<file path="src/rtl/mrs_pkg.sv">
package mrs_pkg;
  localparam int GAIN_W = 5;
  localparam int FLAG_N = 7;

  typedef enum logic [2:0] {
    SEL_HP   = 3'd0,
    SEL_CONV = 3'd1,
    SEL_FLAG = 3'd2,
    SEL_MASK = 3'd3,
    SEL_FORM = 3'd4
  } wsel_e;

  // Control byte bit positions
  localparam int MUTE_BIT    = 7;
  localparam int STANDBY_BIT = 4;

  // One code toward the end value; holds when equal
  function automatic logic [GAIN_W-1:0] step_toward(input logic [GAIN_W-1:0] g,
                                                    input logic [GAIN_W-1:0] e);
    if (g < e)      return g + 1'b1;
    else if (g > e) return g - 1'b1;
    else            return g;
  endfunction
endpackage

</file>
<file path="src/rtl/mrs_tick_div.sv">
module mrs_tick_div #(
  parameter int DIV = 64
) (
  input  logic clk,
  input  logic rst_n,
  output logic tick
);
  localparam int CW = (DIV > 1) ? $clog2(DIV) : 1;
  logic [CW-1:0] cnt_q;

  assign tick = (cnt_q == CW'(DIV - 1));

  always_ff @(posedge clk or negedge rst_n) begin
    if (!rst_n)    cnt_q <= '0;
    else if (tick) cnt_q <= '0;
    else           cnt_q <= cnt_q + 1'b1;
  end
endmodule

</file>
<file path="src/rtl/mrs_ramp_engine.sv">
module mrs_ramp_engine
  import mrs_pkg::*;
(
  input  logic              clk,
  input  logic              rst_n,
  input  logic              tick,
  input  logic              start,
  input  logic              mute_req,
  input  logic [GAIN_W-1:0] target,
  output logic [GAIN_W-1:0] gain,
  output logic              done_up,
  output logic              done_dn
);
  logic              active_q, down_q;
  logic [GAIN_W-1:0] gain_q, end_code;
  logic              at_end, finish;

  assign end_code = down_q ? '0 : target;
  assign at_end   = (gain_q == end_code);
  assign finish   = tick && active_q && at_end && !start;
  assign done_up  = finish && !down_q;
  assign done_dn  = finish && down_q;
  assign gain     = gain_q;

  always_ff @(posedge clk or negedge rst_n) begin
    if (!rst_n) begin
      active_q <= 1'b0;
      down_q   <= 1'b1;
      gain_q   <= '0;
    end else if (start) begin
      active_q <= 1'b1;
      down_q   <= mute_req;
    end else if (tick && active_q) begin
      if (at_end) active_q <= 1'b0;
      else        gain_q   <= step_toward(gain_q, end_code);
    end
  end
endmodule

</file>
<file path="src/rtl/mrs_irq_flags.sv">
module mrs_irq_flags
  import mrs_pkg::*;
(
  input  logic              clk,
  input  logic              rst_n,
  input  logic [FLAG_N-1:0] set_vec,
  input  logic              clr_wr,
  input  logic              mask_wr,
  input  logic              form_wr,
  input  logic [7:0]        wdata,
  output logic [FLAG_N-1:0] flags,
  output logic [FLAG_N-1:0] mask,
  output logic [1:0]        form,
  output logic              irq
);
  logic [FLAG_N-1:0] clr_vec;
  logic              pending;

  assign clr_vec = clr_wr ? wdata[FLAG_N-1:0] : '0;
  assign pending = |(flags & ~mask);
  assign irq     = (form == 2'b00) ? pending : !pending;

  always_ff @(posedge clk or negedge rst_n) begin
    if (!rst_n) begin
      flags <= '0;
      mask  <= '1;
      form  <= 2'b00;
    end else begin
      flags <= (flags & ~clr_vec) | set_vec;
      if (mask_wr) mask <= wdata[FLAG_N-1:0];
      if (form_wr) form <= wdata[7:6];
    end
  end
endmodule

</file>
<file path="src/rtl/mute_ramp_seq.sv">
module mute_ramp_seq
  import mrs_pkg::*;
#(
  parameter int TICK_DIV = 64
) (
  input  logic              clk,
  input  logic              rst_n,
  input  logic              wr_en,
  input  logic [2:0]        wr_sel,
  input  logic [7:0]        wr_data,
  input  logic [GAIN_W-1:0] hp_target,
  input  logic [GAIN_W-1:0] dac_target,
  input  logic [2:0]        ext_evt,
  output logic [GAIN_W-1:0] hp_gain,
  output logic [GAIN_W-1:0] dac_gain,
  output logic              irq
);
  localparam int NCH = 2;  // channel 0 headphone, 1 converter

  logic tick;
  mrs_tick_div #(.DIV(TICK_DIV)) u_div (.clk(clk), .rst_n(rst_n), .tick(tick));

  logic hp_mute_q, cv_mute_q, cv_sb_q;
  logic wr_hp, wr_cv;
  assign wr_hp = wr_en && (wr_sel == SEL_HP);
  assign wr_cv = wr_en && (wr_sel == SEL_CONV);

  always_ff @(posedge clk or negedge rst_n) begin
    if (!rst_n) begin
      hp_mute_q <= 1'b1;
      cv_mute_q <= 1'b1;
      cv_sb_q   <= 1'b1;
    end else begin
      if (wr_hp) hp_mute_q <= wr_data[MUTE_BIT];
      if (wr_cv) begin
        cv_mute_q <= wr_data[MUTE_BIT];
        cv_sb_q   <= wr_data[STANDBY_BIT];
      end
    end
  end

  logic [NCH-1:0]    ch_start, ch_up, ch_dn;
  logic [GAIN_W-1:0] ch_tgt  [NCH];
  logic [GAIN_W-1:0] ch_gain [NCH];

  assign ch_start[0] = wr_hp && (wr_data[MUTE_BIT] != hp_mute_q);
  assign ch_start[1] = wr_cv && (wr_data[MUTE_BIT] != cv_mute_q) && !wr_data[STANDBY_BIT];
  assign ch_tgt[0]   = hp_target;
  assign ch_tgt[1]   = dac_target;

  generate
    for (genvar i = 0; i < NCH; i++) begin : g_ch
      mrs_ramp_engine u_eng (
        .clk(clk), .rst_n(rst_n), .tick(tick),
        .start(ch_start[i]), .mute_req(wr_data[MUTE_BIT]),
        .target(ch_tgt[i]), .gain(ch_gain[i]),
        .done_up(ch_up[i]), .done_dn(ch_dn[i])
      );
    end
  endgenerate

  // Named events for the checker
  logic hp_done_dn, cv_done_dn;
  assign hp_done_dn = ch_dn[0];
  assign cv_done_dn = ch_dn[1];
  assign hp_gain    = ch_gain[0];
  assign dac_gain   = ch_gain[1];

  logic [FLAG_N-1:0] set_vec, flags, mask;
  logic [1:0]        form;
  assign set_vec = {ext_evt, ch_up[0], ch_dn[0], ch_up[1], ch_dn[1]};

  mrs_irq_flags u_flags (
    .clk(clk), .rst_n(rst_n), .set_vec(set_vec),
    .clr_wr(wr_en && (wr_sel == SEL_FLAG)),
    .mask_wr(wr_en && (wr_sel == SEL_MASK)),
    .form_wr(wr_en && (wr_sel == SEL_FORM)),
    .wdata(wr_data), .flags(flags), .mask(mask), .form(form), .irq(irq)
  );
endmodule

</file>
<file path="config.mk">
export PLATFORM = sky130hd
export DESIGN_NAME = mute_ramp_seq
export DESIGN_NICKNAME = d
export VERILOG_FILES = /design/src/rtl/mrs_pkg.sv /design/src/rtl/mrs_tick_div.sv /design/src/rtl/mrs_ramp_engine.sv /design/src/rtl/mrs_irq_flags.sv /design/src/rtl/mute_ramp_seq.sv
export SDC_FILE = /design/constraint.sdc
export NUM_CORES = 1
export LEC_CHECK = 0
export ABC_AREA = 1
export ABC_CLOCK_PERIOD_IN_PS = 2200
export BUFFER_PORTS_ARGS = -buffer_cell sky130_fd_sc_hd__buf_2
export CAP_MARGIN = 25
export CORE_MARGIN = 4
export CORE_UTILIZATION = 36
export DETAILED_ROUTE_END_ITERATION = 12
export PLACE_DENSITY_LB_ADDON = 0.25
export SETUP_SLACK_MARGIN = 0.3
export SYNTH_ARGS = -nofsm -noshare
export SYNTH_HDL_FRONTEND = slang
export SYNTH_SLANG_ARGS = --single-unit
export TNS_END_PERCENT = 5
</file>
<file path="constraint.sdc">
create_clock -name clk -period 2.2 [get_ports clk]
set_input_delay 0.44 -clock clk [delete_from_list [all_inputs] [get_ports clk]]
set_output_delay 0.44 -clock clk [all_outputs]
set_load 0.005 [all_outputs]
</file>
==> results.sh, run 1 <==
export IMPL_end_kind="flop"
export IMPL_drive_gt1_share_pct=42.0
export IMPL_rsz0062_at_grt="yes"
export IMPL_ys_ff_latch=38
export IMPL_drtIter0Drc=45
export IMPL_post_drt_wl_per_cell_um=12.0
export IMPL_path_delay_family="simple AND/OR/NAND/NOR gates"
export IMPL_dr_pass1_iters=4
export IMPL_skew_ps=6.66
export IMPL_cp_start_kind="flop"
export IMPL_area_delta_synth_final_pct=39.3
export IMPL_fin_nets=400
export IMPL_rr_startpoint="g_ch[1].u_eng.down_q$_DFFE_PN1P_"
export IMPL_io_pins=38
export IMPL_worstMarginPinSlew_ps=446
export IMPL_status="finished, violations left"
export IMPL_tritoncts="yes"
export IMPL_cp_required_ps=2390
export IMPL_clockBufferDepth=2
export IMPL_timing_rr_end="g_ch[1].u_eng.gain[4]$_DFFE_PN0P_"
export IMPL_overflow=0
export IMPL_grt_pass1_wl_mm=8.81
export IMPL_dieArea_mm2=0.00782
export IMPL_finalMaxSlewViolations=0
export IMPL_ys_types=29
export IMPL_finalWirelength_mm=5.20
export IMPL_fin_hold_ws_ps=99.4
export IMPL_fin_crit_sh_pct=100
export IMPL_cts_reportedPaths_clkPinSlew_ps=80
export IMPL_cts_num_sinks=38
export IMPL_setup_ws_ps=-3.71
export IMPL_synth_adder_area_share_pct=10.9
export IMPL_p_leak_nw=1.63
export IMPL_cp_startpoint="g_ch[1].u_eng.down_q$_DFFE_PN1P_"
export IMPL_setup_viol=1
export IMPL_place_congestion=0.797
export IMPL_postCtsHoldBufs=0
export IMPL_max_slew_margin_pct=70.2
export IMPL_crit_slowest_cell="dfstp_2"
export IMPL_clk_latency_ps=290
export IMPL_critical_path_endpoint="g_ch[1].u_eng.gain[4]$_DFFE_PN0P_"
export IMPL_ir_drop_v=0.000336
export IMPL_crit_path_frequent_cell="nand2_1"
export IMPL_cts_root_buf="clkbuf_8"
export IMPL_r2r_slack_ps=-4
export IMPL_cp_arrival_ps=2400
export IMPL_row_count=29
export IMPL_violations="setup timing"
export IMPL_initial_core_util_pct=36.9
export IMPL_hold_viol=0
export IMPL_synth_compound_area_share_pct=10.3
export IMPL_cap_violations=0
export IMPL_min_period_ps=2200
export IMPL_synth_area_mm2=0.00233
export IMPL_slowest_delay_ps=560
export IMPL_grt_pass1_vias=2048
export IMPL_fmax_mhz=454
export IMPL_synth_cells=288
export IMPL_instances_no_fill=432
export IMPL_synth_seq_area_share_pct=41.4
export IMPL_yosysWarnings=0
export IMPL_grt_use_total_pct=14.3
export IMPL_synth_mux_area_share_pct=0
export IMPL_netlist_top_cells_area="dfrtp_1, dfstp_2, nand2_1, ha_1, inv_1"
export IMPL_grt_max_degree=39
export IMPL_crit_buf_inv=2
export IMPL_dp_hpwl_mm=3.79
export IMPL_synthSimpleGateAreaFrac_pct=25.0
export IMPL_synth_largest_area_cell="dfrtp_1"
export IMPL_cp_depth=16
export IMPL_fp_coreArea_mm2=0.00631
export IMPL_avgViaCountPerCell=4.66
export IMPL_numCtsBuffers=5
export IMPL_diodes=0
export IMPL_drc=0
export IMPL_die_x_um=88.4
export IMPL_portBuffers=37
export IMPL_worstPathCellList="inv_4 > nand2_2 > ha_4 > nand2_4 > nor2_4 > nand2_2 > nand3_4 > ha_4 > nand2_1 > nand2_1 > nor2_2 > inv_1 > nand2_2 > nand3_2 > nand2_1 > nand2_1"
export IMPL_vias=2011
export IMPL_syn_area_per_cell_um2=8.09
export IMPL_syn_num_nets=334
export IMPL_netlist_area_leader_share_pct=29.0
export IMPL_synth_top_family_by_area="simple AND/OR/NAND/NOR gates"
export IMPL_dp_cells=416
export IMPL_fillers=602
export IMPL_powerDensity_mw_per_mm2=722
export IMPL_die_y_um=88.4
export IMPL_criticalPathCategory="reg -> reg"
export IMPL_h_tree_depth=2
export IMPL_hp_class="in -> async"
export IMPL_crit_fanout=5
export IMPL_r2r_cells=16
export IMPL_ant_nets=0
export IMPL_pre_cts_ws_ps=-113
export IMPL_antenna_found_initial=0
export IMPL_synthXorXnorAreaFrac_pct=3.33
[cell type report]
type / instances / area [um2] / area share [%]
Tap cell: 77 / 96.3 / 2.97
Multi-Input combinational cell: 194 / 1460 / 44.9
Inverter: 55 / 213 / 6.56
Clock buffer: 5 / 68.8 / 2.12
Sequential cell: 38 / 965 / 29.7
Timing Repair Buffer: 60 / 374 / 11.5
Clock inverter: 3 / 68.8 / 2.12
[logic make-up (layout without fill, tap and decap cells)]
family                   after synthesis  count (layout)
flip-flops                            38              38
XOR/XNOR                               8               8
AND/OR/NAND/NOR                      123             123
AO/OA/AOI/OAI                         44              44
adder cells (fa/ha/maj)               19              19
buffers and inverters                 56             123
[timing repair]
| action | CTS | global route |
|---|---|---|
| gates resized for setup | 31 | 24 |
| buffers inserted | 6 | 2 |
| endpoints found under the setup margin | 8 | 12 |
| hold endpoints to repair | 0 | 0 |
| pin swaps | 27 | 23 |
[worst register-to-register path: stages, from the launching register on]
cell     delay, ps
dfstp_2        560
inv_4           70
nand2_2         90
ha_4           210
nand2_4         60
nor2_4          30
nand2_2         90
nand3_4        140
ha_4           280
nand2_1         60
nand2_1         60
nor2_2         140
inv_1           60
nand2_2         70
nand3_2         70
nand2_1         80
nand2_1         50
[Yosys cell counts (all sizes together)]
cell type  instances
xnor2              3
nand3             16
ha                17
nand2             77
o211ai             1
inv               54
o21a               1
a21oi             10
xor2               5
o21ai             25
buf                1
clkinv             1
nand4              4
dfrtp             27
o31ai              1
o22ai              3
o21bai             3
nor2              26
dfstp             11
fa                 2
[per-stage QoR]
step / total power [mW] / TNS, ps / utilization (%) / cell area [um2]
after floorplan: 1.25 / 0 / - / 2410
after CTS: 2.28 / -0.0717 / 49.3 / 3110
after global routing: 2.50 / -479 / 51.4 / 3240
after global placement: 1.42 / -134 / 44.6 / 2810
after detailed placement: 1.44 / -231 / 44.6 / 2810
final: 2.34 / -3.71 / 51.4 / 3240
[worst min path at each step]
stage,from,end,depth (start not counted)
6_report,rst_n,g_ch[0].u_eng.gain[4]$_DFFE_PN0P_,2
3_5_place_dp,rst_n,g_ch[0].u_eng.gain[4]$_DFFE_PN0P_,2
5_1_grt,rst_n,u_flags.flags[4]$_DFF_PN0_,2
3_3_place_gp,rst_n,g_ch[0].u_eng.gain[4]$_DFFE_PN0P_,2
4_1_cts,rst_n,u_flags.flags[6]$_DFF_PN0_,2
2_1_floorplan,rst_n,g_ch[0].u_eng.active_q$_DFFE_PN0P_,0
[layer usage]
layer,GRT usage (%),routed length (um),vias to the layer above
li1,-,-,1039
met1,17.8,2390,937
met2,24.7,2540,27
met3,3.63,203,8
met4,3.71,68,0
met5,0,0,-
[flip-flops by register name (all words and copies together) (netlist names)]
| signal | count |
|---|---|
| g_ch.u_eng.down_q | 2 |
| u_div.cnt_q | 6 |
| g_ch.u_eng.gain | 10 |
| u_flags.mask | 7 |
| u_flags.flags | 7 |
| u_flags.form | 2 |
| g_ch.u_eng.active_q | 2 |
| hp_mute_q | 1 |
| cv_mute_q | 1 |
[cells in the final DEF (no fill, tap or decap), drive strengths merged]
cell / count
o21bai: 3
o22ai: 3
a21oi: 10
clkinv: 2
nor2: 26
o31ai: 1
fa: 2
xnor2: 3
o211ai: 1
o21ai: 25
xor2: 5
buf: 60
dfrtp: 27
dfstp: 11
nand4: 4
o21a: 1
bufinv: 2
inv: 54
ha: 17
clkbuf: 5
nand3: 16
nand2: 77
[where the power goes]
group,switching (mW),internal (mW)
combinational,0.400,0.366
clock,0.267,0.454
sequential,0.0575,0.797
total,0.724,1.62
(Power assumes the default switching activity.)
==> run 2: changes to the inputs <==
--- a/config.mk
+++ b/config.mk
@@ -13,7 +13,7 @@
 export CORE_UTILIZATION = 36
 export DETAILED_ROUTE_END_ITERATION = 12
 export PLACE_DENSITY_LB_ADDON = 0.25
-export SETUP_SLACK_MARGIN = 0.3
+export SETUP_SLACK_MARGIN = 0.1
 export SYNTH_ARGS = -nofsm -noshare
 export SYNTH_HDL_FRONTEND = slang
 export SYNTH_SLANG_ARGS = --single-unit
==> results.sh, run 2 (synthesized netlist as in run 1, its figures left out) <==
export IMPL_drc=0
export IMPL_antenna_found_initial=0
export IMPL_ant_nets=0
export IMPL_tritoncts="yes"
export IMPL_diodes=0
export IMPL_drive_gt1_share_pct=39.4
export IMPL_avgViaCountPerCell=4.59
export IMPL_powerDensity_mw_per_mm2=722
export IMPL_cts_reportedPaths_clkPinSlew_ps=80
export IMPL_dr_pass1_iters=4
export IMPL_skew_ps=5.14
export IMPL_swShare_pct=30.5
export IMPL_intPower_mw=1.60
export IMPL_numCtsBuffers=5
export IMPL_cts_num_sinks=38
export IMPL_grt_max_degree=39
export IMPL_cap_violations=0
export IMPL_row_count=29
export IMPL_violations="setup timing"
export IMPL_fin_crit_sh_pct=101
export IMPL_finalWirelength_mm=5.16
export IMPL_largest_register_ffs=10
export IMPL_pre_cts_ws_ps=-113
export IMPL_area_delta_synth_final_pct=36.5
export IMPL_instances_no_fill=432
export IMPL_drtIter0Drc=43
export IMPL_power_switching_mw=0.699
export IMPL_portBuffers=37
export IMPL_grt_pass1_wl_mm=8.80
export IMPL_fp_coreArea_mm2=0.00631
export IMPL_postCtsHoldBufs=0
export IMPL_die_y_um=88.4
export IMPL_fin_nets=400
export IMPL_cp_arrival_ps=2410
export IMPL_worstMarginPinSlew_ps=446
export IMPL_hp_class="in -> async"
export IMPL_cp_required_ps=2390
export IMPL_die_x_um=88.4
export IMPL_grt_pass1_vias=2047
export IMPL_io_pins=38
export IMPL_pwr_share_clk_pct=31.3
export IMPL_cts_root_buf="clkbuf_8"
export IMPL_dp_hpwl_mm=3.79
export IMPL_rsz0062_at_grt="yes"
export IMPL_crit_fanout=5
export IMPL_clockBufferDepth=2
export IMPL_finalMaxSlewViolations=0
export IMPL_utilization_pct=50.3
export IMPL_layout_common_cells="nand2_1, inv_1, buf_2"
export IMPL_mostFrequentLayoutCell="nand2_1"
export IMPL_p_comb_share_pct=31.5
export IMPL_min_period_ps=2230
export IMPL_place_congestion=0.797
export IMPL_grt_use_total_pct=14.3
export IMPL_fmax_mhz=449
export IMPL_max_slew_margin_pct=70.2
export IMPL_criticalPathCategory="reg -> reg"
export IMPL_overflow=0
export IMPL_ir_drop_v=0.000323
export IMPL_cp_start_kind="flop"
export IMPL_post_drt_wl_per_cell_um=11.9
export IMPL_clk_latency_ps=290
export IMPL_dieArea_mm2=0.00782
export IMPL_finalPower_mw=2.29
export IMPL_p_leak_nw=1.61
export IMPL_setup_viol=2
export IMPL_setup_ws_ps=-26.8
export IMPL_dp_cells=416
export IMPL_end_kind="flop"
export IMPL_hold_viol=0
export IMPL_h_tree_depth=2
export IMPL_status="finished, violations left"
export IMPL_initial_core_util_pct=36.9
export IMPL_vias=1983
export IMPL_seqPwrFrac_pct=37.2
-- run 2: cell counts in the layout (fill, tap and decap cells not counted) --
Identical to the previous run, type by type.
-- run 2: worst max-delay path, cell delays in order, from the launching register on --
cell	delay [ps]
dfstp_2	560
inv_4	50
nand2_1	100
ha_4	210
nand2_2	90
inv_1	60
nand2_2	70
nand3_4	120
ha_4	260
nand2_1	60
nand2_1	60
nor2_2	120
inv_1	70
nand2_2	90
nand3_2	70
nand2_1	70
nand2_1	50
-- run 2: what timing repair did --
item	4_1_cts	5_1_grt
endpoints found under the setup margin	7	7
hold endpoints to repair	0	0
setup buffers	6	2
resized for setup	29	13
pin swaps	25	12
-- run 2: power groups by stage --
stage,Sequential (mW),Clock (mW),Combinational (mW)
floorplan,0.858,0,0.387
global placement,0.859,0,0.566
detailed placement,0.861,0,0.580
CTS,0.853,0.736,0.681
global route,0.867,0.769,0.819
finish,0.854,0.717,0.723
-- run 2: area by class of cell --
type	instances	area, um2
Tap cell	77	96.3
Timing Repair Buffer	60	374
Sequential cell	38	965
Fill cell	607	3140
Clock buffer	5	68.8
Clock inverter	3	68.8
Inverter	55	213
Multi-Input combinational cell	194	1390
-- run 2: path summary, 6_finish.rpt --
kind | startpoint | end | slack, ps | cells after the start
max in group asynchronous | rst_n | hp_mute_q$_DFFE_PN1P_ | 1830 | 2
hold reg to reg | u_div.cnt_q[0]$_DFF_PN0_ | u_div.cnt_q[0]$_DFF_PN0_ | 460 | 1
min in group clk | ext_evt[0] | u_flags.flags[4]$_DFF_PN0_ | 340 | 2
setup / recovery | g_ch[1].u_eng.down_q$_DFFE_PN1P_ | g_ch[1].u_eng.gain[4]$_DFFE_PN0P_ | -30 | 16
hold / removal | rst_n | g_ch[0].u_eng.gain[4]$_DFFE_PN0P_ | 100 | 2
setup reg to reg | g_ch[1].u_eng.down_q$_DFFE_PN1P_ | g_ch[1].u_eng.gain[4]$_DFFE_PN0P_ | -30 | 16
-- run 2: layer usage --
layer  GRT usage, %  up-vias  share of wire, %
met2           24.7       31                49
met1           17.8      910                46
met3           3.63        4               4.1
met4           3.71        0              0.72
li1               -     1038                 -
met5              0        -                 0
-- run 2: stage by stage --
| stage | TNS (ps) | instance area [um2] | hold WS [ps] |
|---|---|---|---|
| final | -37.1 | 3180 | 98.7 |
| after global routing | -545 | 3180 | 106 |
| after CTS | -0.0719 | 3110 | 106 |
| after detailed placement | -231 | 2810 | 424 |
| after global placement | -134 | 2810 | 424 |
| after floorplan | 0 | 2410 | 144 |
==> run 3: changes to the inputs <==
--- a/config.mk
+++ b/config.mk
@@ -5,7 +5,6 @@
 export SDC_FILE = /design/constraint.sdc
 export NUM_CORES = 1
 export LEC_CHECK = 0
-export ABC_AREA = 1
 export ABC_CLOCK_PERIOD_IN_PS = 2200
 export BUFFER_PORTS_ARGS = -buffer_cell sky130_fd_sc_hd__buf_2
 export CAP_MARGIN = 25
==> results.sh, run 3 <==
export IMPL_initial_core_util_pct=37.3
export IMPL_cp_arrival_ps=2780
export IMPL_grt_pass1_wl_mm=7.99
export IMPL_crit_buf_inv=1
export IMPL_mostFrequentLayoutCell="buf_2"
export IMPL_cts_root_buf="clkbuf_8"
export IMPL_h_tree_depth=2
export IMPL_ir_drop_v=0.000562
export IMPL_hold_viol=0
export IMPL_p_leak_nw=1.43
export IMPL_synthArstFlopShare_pct=100
export IMPL_grt_pass1_vias=1748
export IMPL_synth_edff_count=0
export IMPL_fillers=529
export IMPL_ys_top_cells_by_count="dfrtp_1, ha_1, nand2_1, inv_1"
export IMPL_cp_required_ps=2360
export IMPL_worstPathCellList="nand2b_4 > ha_4 > and4b_1 > o21ai_2 > and2_4 > buf_6 > fa_2 > nor2b_4 > o21ai_4 > and3_4 > a221oi_2 > o31ai_1"
export IMPL_cap_violations=0
export IMPL_end_kind="flop"
export IMPL_finalMaxSlewViolations=0
export IMPL_crit_slowest_cell="dfstp_2"
export IMPL_portBuffers=37
export IMPL_max_slew_margin_pct=67.5
export IMPL_drive_gt1_share_pct=48.4
export IMPL_die_y_um=86.3
export IMPL_drc=0
export IMPL_worstMarginPinSlew_ps=487
export IMPL_area_delta_synth_final_pct=36.7
export IMPL_fp_coreArea_mm2=0.00592
export IMPL_dieArea_mm2=0.00745
export IMPL_grt_use_total_pct=13.5
export IMPL_slowest_delay_ps=590
export IMPL_final_cell_area_mm2=0.00302
export IMPL_netlist_top_cells_area="dfrtp_1, dfstp_2, ha_1, mux2_2, xnor2_1"
export IMPL_setup_ws_ps=-422
export IMPL_ant_nets=0
export IMPL_yosysWarnings=0
export IMPL_crit_fanout=6
export IMPL_netlist_area_leader_share_pct=30.6
export IMPL_final_setup_tns_ps=-1850
export IMPL_path_delay_family="simple AND/OR/NAND/NOR gates"
export IMPL_row_count=28
export IMPL_ys_flop_type="dfrtp_1"
export IMPL_diodes=0
export IMPL_min_period_ps=2620
export IMPL_clockBufferDepth=2
export IMPL_yosysMostFrequentCell="dfrtp_1"
export IMPL_die_x_um=86.3
export IMPL_fmax_mhz=381
export IMPL_status="finished, violations left"
export IMPL_ys_types=48
export IMPL_antenna_found_initial=0
export IMPL_setup_viol=7
export IMPL_fin_nets=324
export IMPL_skew_ps=3.90
export IMPL_dr_pass1_iters=5
export IMPL_drtIter0Drc=59
export IMPL_cp_depth=12
export IMPL_hp_class="in -> async"
export IMPL_criticalPathCategory="reg -> reg"
export IMPL_fin_crit_sh_pct=119
export IMPL_synth_largest_area_cell="dfrtp_1"
export IMPL_r2r_cells=12
export IMPL_postCtsHoldBufs=0
export IMPL_rsz0062_at_grt="yes"
export IMPL_synth_cells=206
export IMPL_cts_reportedPaths_clkPinSlew_ps=70
export IMPL_largest_register_ffs=10
export IMPL_io_pins=38
export IMPL_post_drt_wl_per_cell_um=13.4
export IMPL_powerDensity_mw_per_mm2=580
export IMPL_synth_area_mm2=0.00221
export IMPL_tritoncts="yes"
export IMPL_cp_start_kind="flop"
export IMPL_clk_latency_ps=290
export IMPL_ys_ff_latch=38
export IMPL_overflow=0
export IMPL_cts_num_sinks=38
export IMPL_dp_hpwl_mm=3.61
export IMPL_numCtsBuffers=5
export IMPL_finalWirelength_mm=4.73
export IMPL_layout_common_cells="buf_2, buf_4, dfrtp_1"
export IMPL_avgViaCountPerCell=4.84
export IMPL_place_congestion=0.754
export IMPL_vias=1713
export IMPL_dpl_cell_area_mm2=0.00271
export IMPL_grt_max_degree=23
export IMPL_synth_seq_area_share_pct=43.7
export IMPL_violations="setup timing"
export IMPL_syn_area_per_cell_um2=10.7
export IMPL_syn_num_nets=252
-- run 3: changes by cell type in the layout (fill, tap and decap cells not counted), sizes merged, moves of 8 or more --
| cell | delta |
|---|---|
| inv | -39 |
| buf | +9 |
| nand3 | -9 |
| nand2b | +8 |
| nand2 | -61 |
| o21ai | -18 |
| mux2 | +15 |
| nor2 | -17 |
| xnor2 | +8 |
-- run 3: logic make-up after synthesis --
| family | count (synthesis) | synth area share, % |
|---|---|---|
| buffers and inverters | 20 | 3.51 |
| flip-flops | 38 | 43.7 |
| adder cells (fa/ha/maj) | 19 | 11.5 |
| XOR/XNOR | 14 | 5.56 |
| AO/OA/AOI/OAI | 37 | 11.6 |
| multiplexers | 17 | 8.73 |
| AND/OR/NAND/NOR | 61 | 15.4 |
-- run 3: routing by layer --
layer / share of wire (%) / up-vias / track usage (%)
li1: - / 866 / -
met1: 46 / 811 / 17.1
met2: 49 / 31 / 22.8
met3: 4.0 / 5 / 3.14
met4: 1.0 / 0 / 4.25
met5: 0 / - / 0
-- run 3: power breakdown --
group / switching [mW] / internal, mW / total [mW] / leakage (nW)
clock: 0.244 / 0.220 / 0.464 / 0.0450
combinational: 0.193 / 0.268 / 0.461 / 0.948
sequential: 0.0368 / 0.788 / 0.824 / 0.434
total: 0.474 / 1.28 / 1.75 / 1.43
-- run 3: area by class of cell --
| type | instances | area (um2) | area share [%] |
|---|---|---|---|
| clock inverter | 2 | 10.0 | 0.332 |
| multi-input combinational | 148 | 1380 | 45.7 |
| inverter | 16 | 62.6 | 2.07 |
| tap | 75 | 93.8 | 3.11 |
| clock buffer | 6 | 72.6 | 2.41 |
| sequential | 38 | 965 | 32.0 |
| timing repair buffer | 69 | 433 | 14.4 |
-- run 3: through the flow --
stage / utilization [%] / hold WS [ps] / worst slack [ps] / power, mW / cells
6_report: 51.0 / 109 / -422 / 1.75 / 354
5_1_grt: 51.0 / 138 / -567 / 1.87 / 354
4_1_cts: 49.1 / 124 / -396 / 1.73 / 352
3_5_place_dp: 45.7 / 442 / -527 / 1.21 / 341
3_3_place_gp: 45.7 / 442 / -495 / 1.20 / 341
2_1_floorplan: - / 144 / -383 / 1.08 / 206
-- run 3: worst reg2reg max path: stages (launching register included) --
cell and delay, ps:
dfstp_2 590, nand2b_4 140, ha_4 130, and4b_1 210, o21ai_2 70, and2_4 150
buf_6 110, fa_2 370, nor2b_4 140, o21ai_4 60, and3_4 170, a221oi_2 230
o31ai_1 110
-- run 3: worst paths after layout --
| kind | from | to | slack, ps |
|---|---|---|---|
| max in group asynchronous | rst_n | u_flags.mask[2]$_DFFE_PN1P_ | 1490 |
| min reg2reg | hp_mute_q$_DFFE_PN1P_ | hp_mute_q$_DFFE_PN1P_ | 480 |
| min | rst_n | u_flags.flags[6]$_DFF_PN0_ | 110 |
| max | g_ch[1].u_eng.down_q$_DFFE_PN1P_ | g_ch[1].u_eng.gain[4]$_DFFE_PN0P_ | -420 |
| max reg2reg | g_ch[1].u_eng.down_q$_DFFE_PN1P_ | g_ch[1].u_eng.gain[4]$_DFFE_PN0P_ | -420 |
| min in group clk | ext_evt[2] | u_flags.flags[6]$_DFF_PN0_ | 330 |
-- run 3: repair_timing --
item	CTS	global route
gates resized for setup	17	14
cloned	0	0
endpoints found under the setup margin	9	9
pin swaps	10	8
setup buffers	3	2
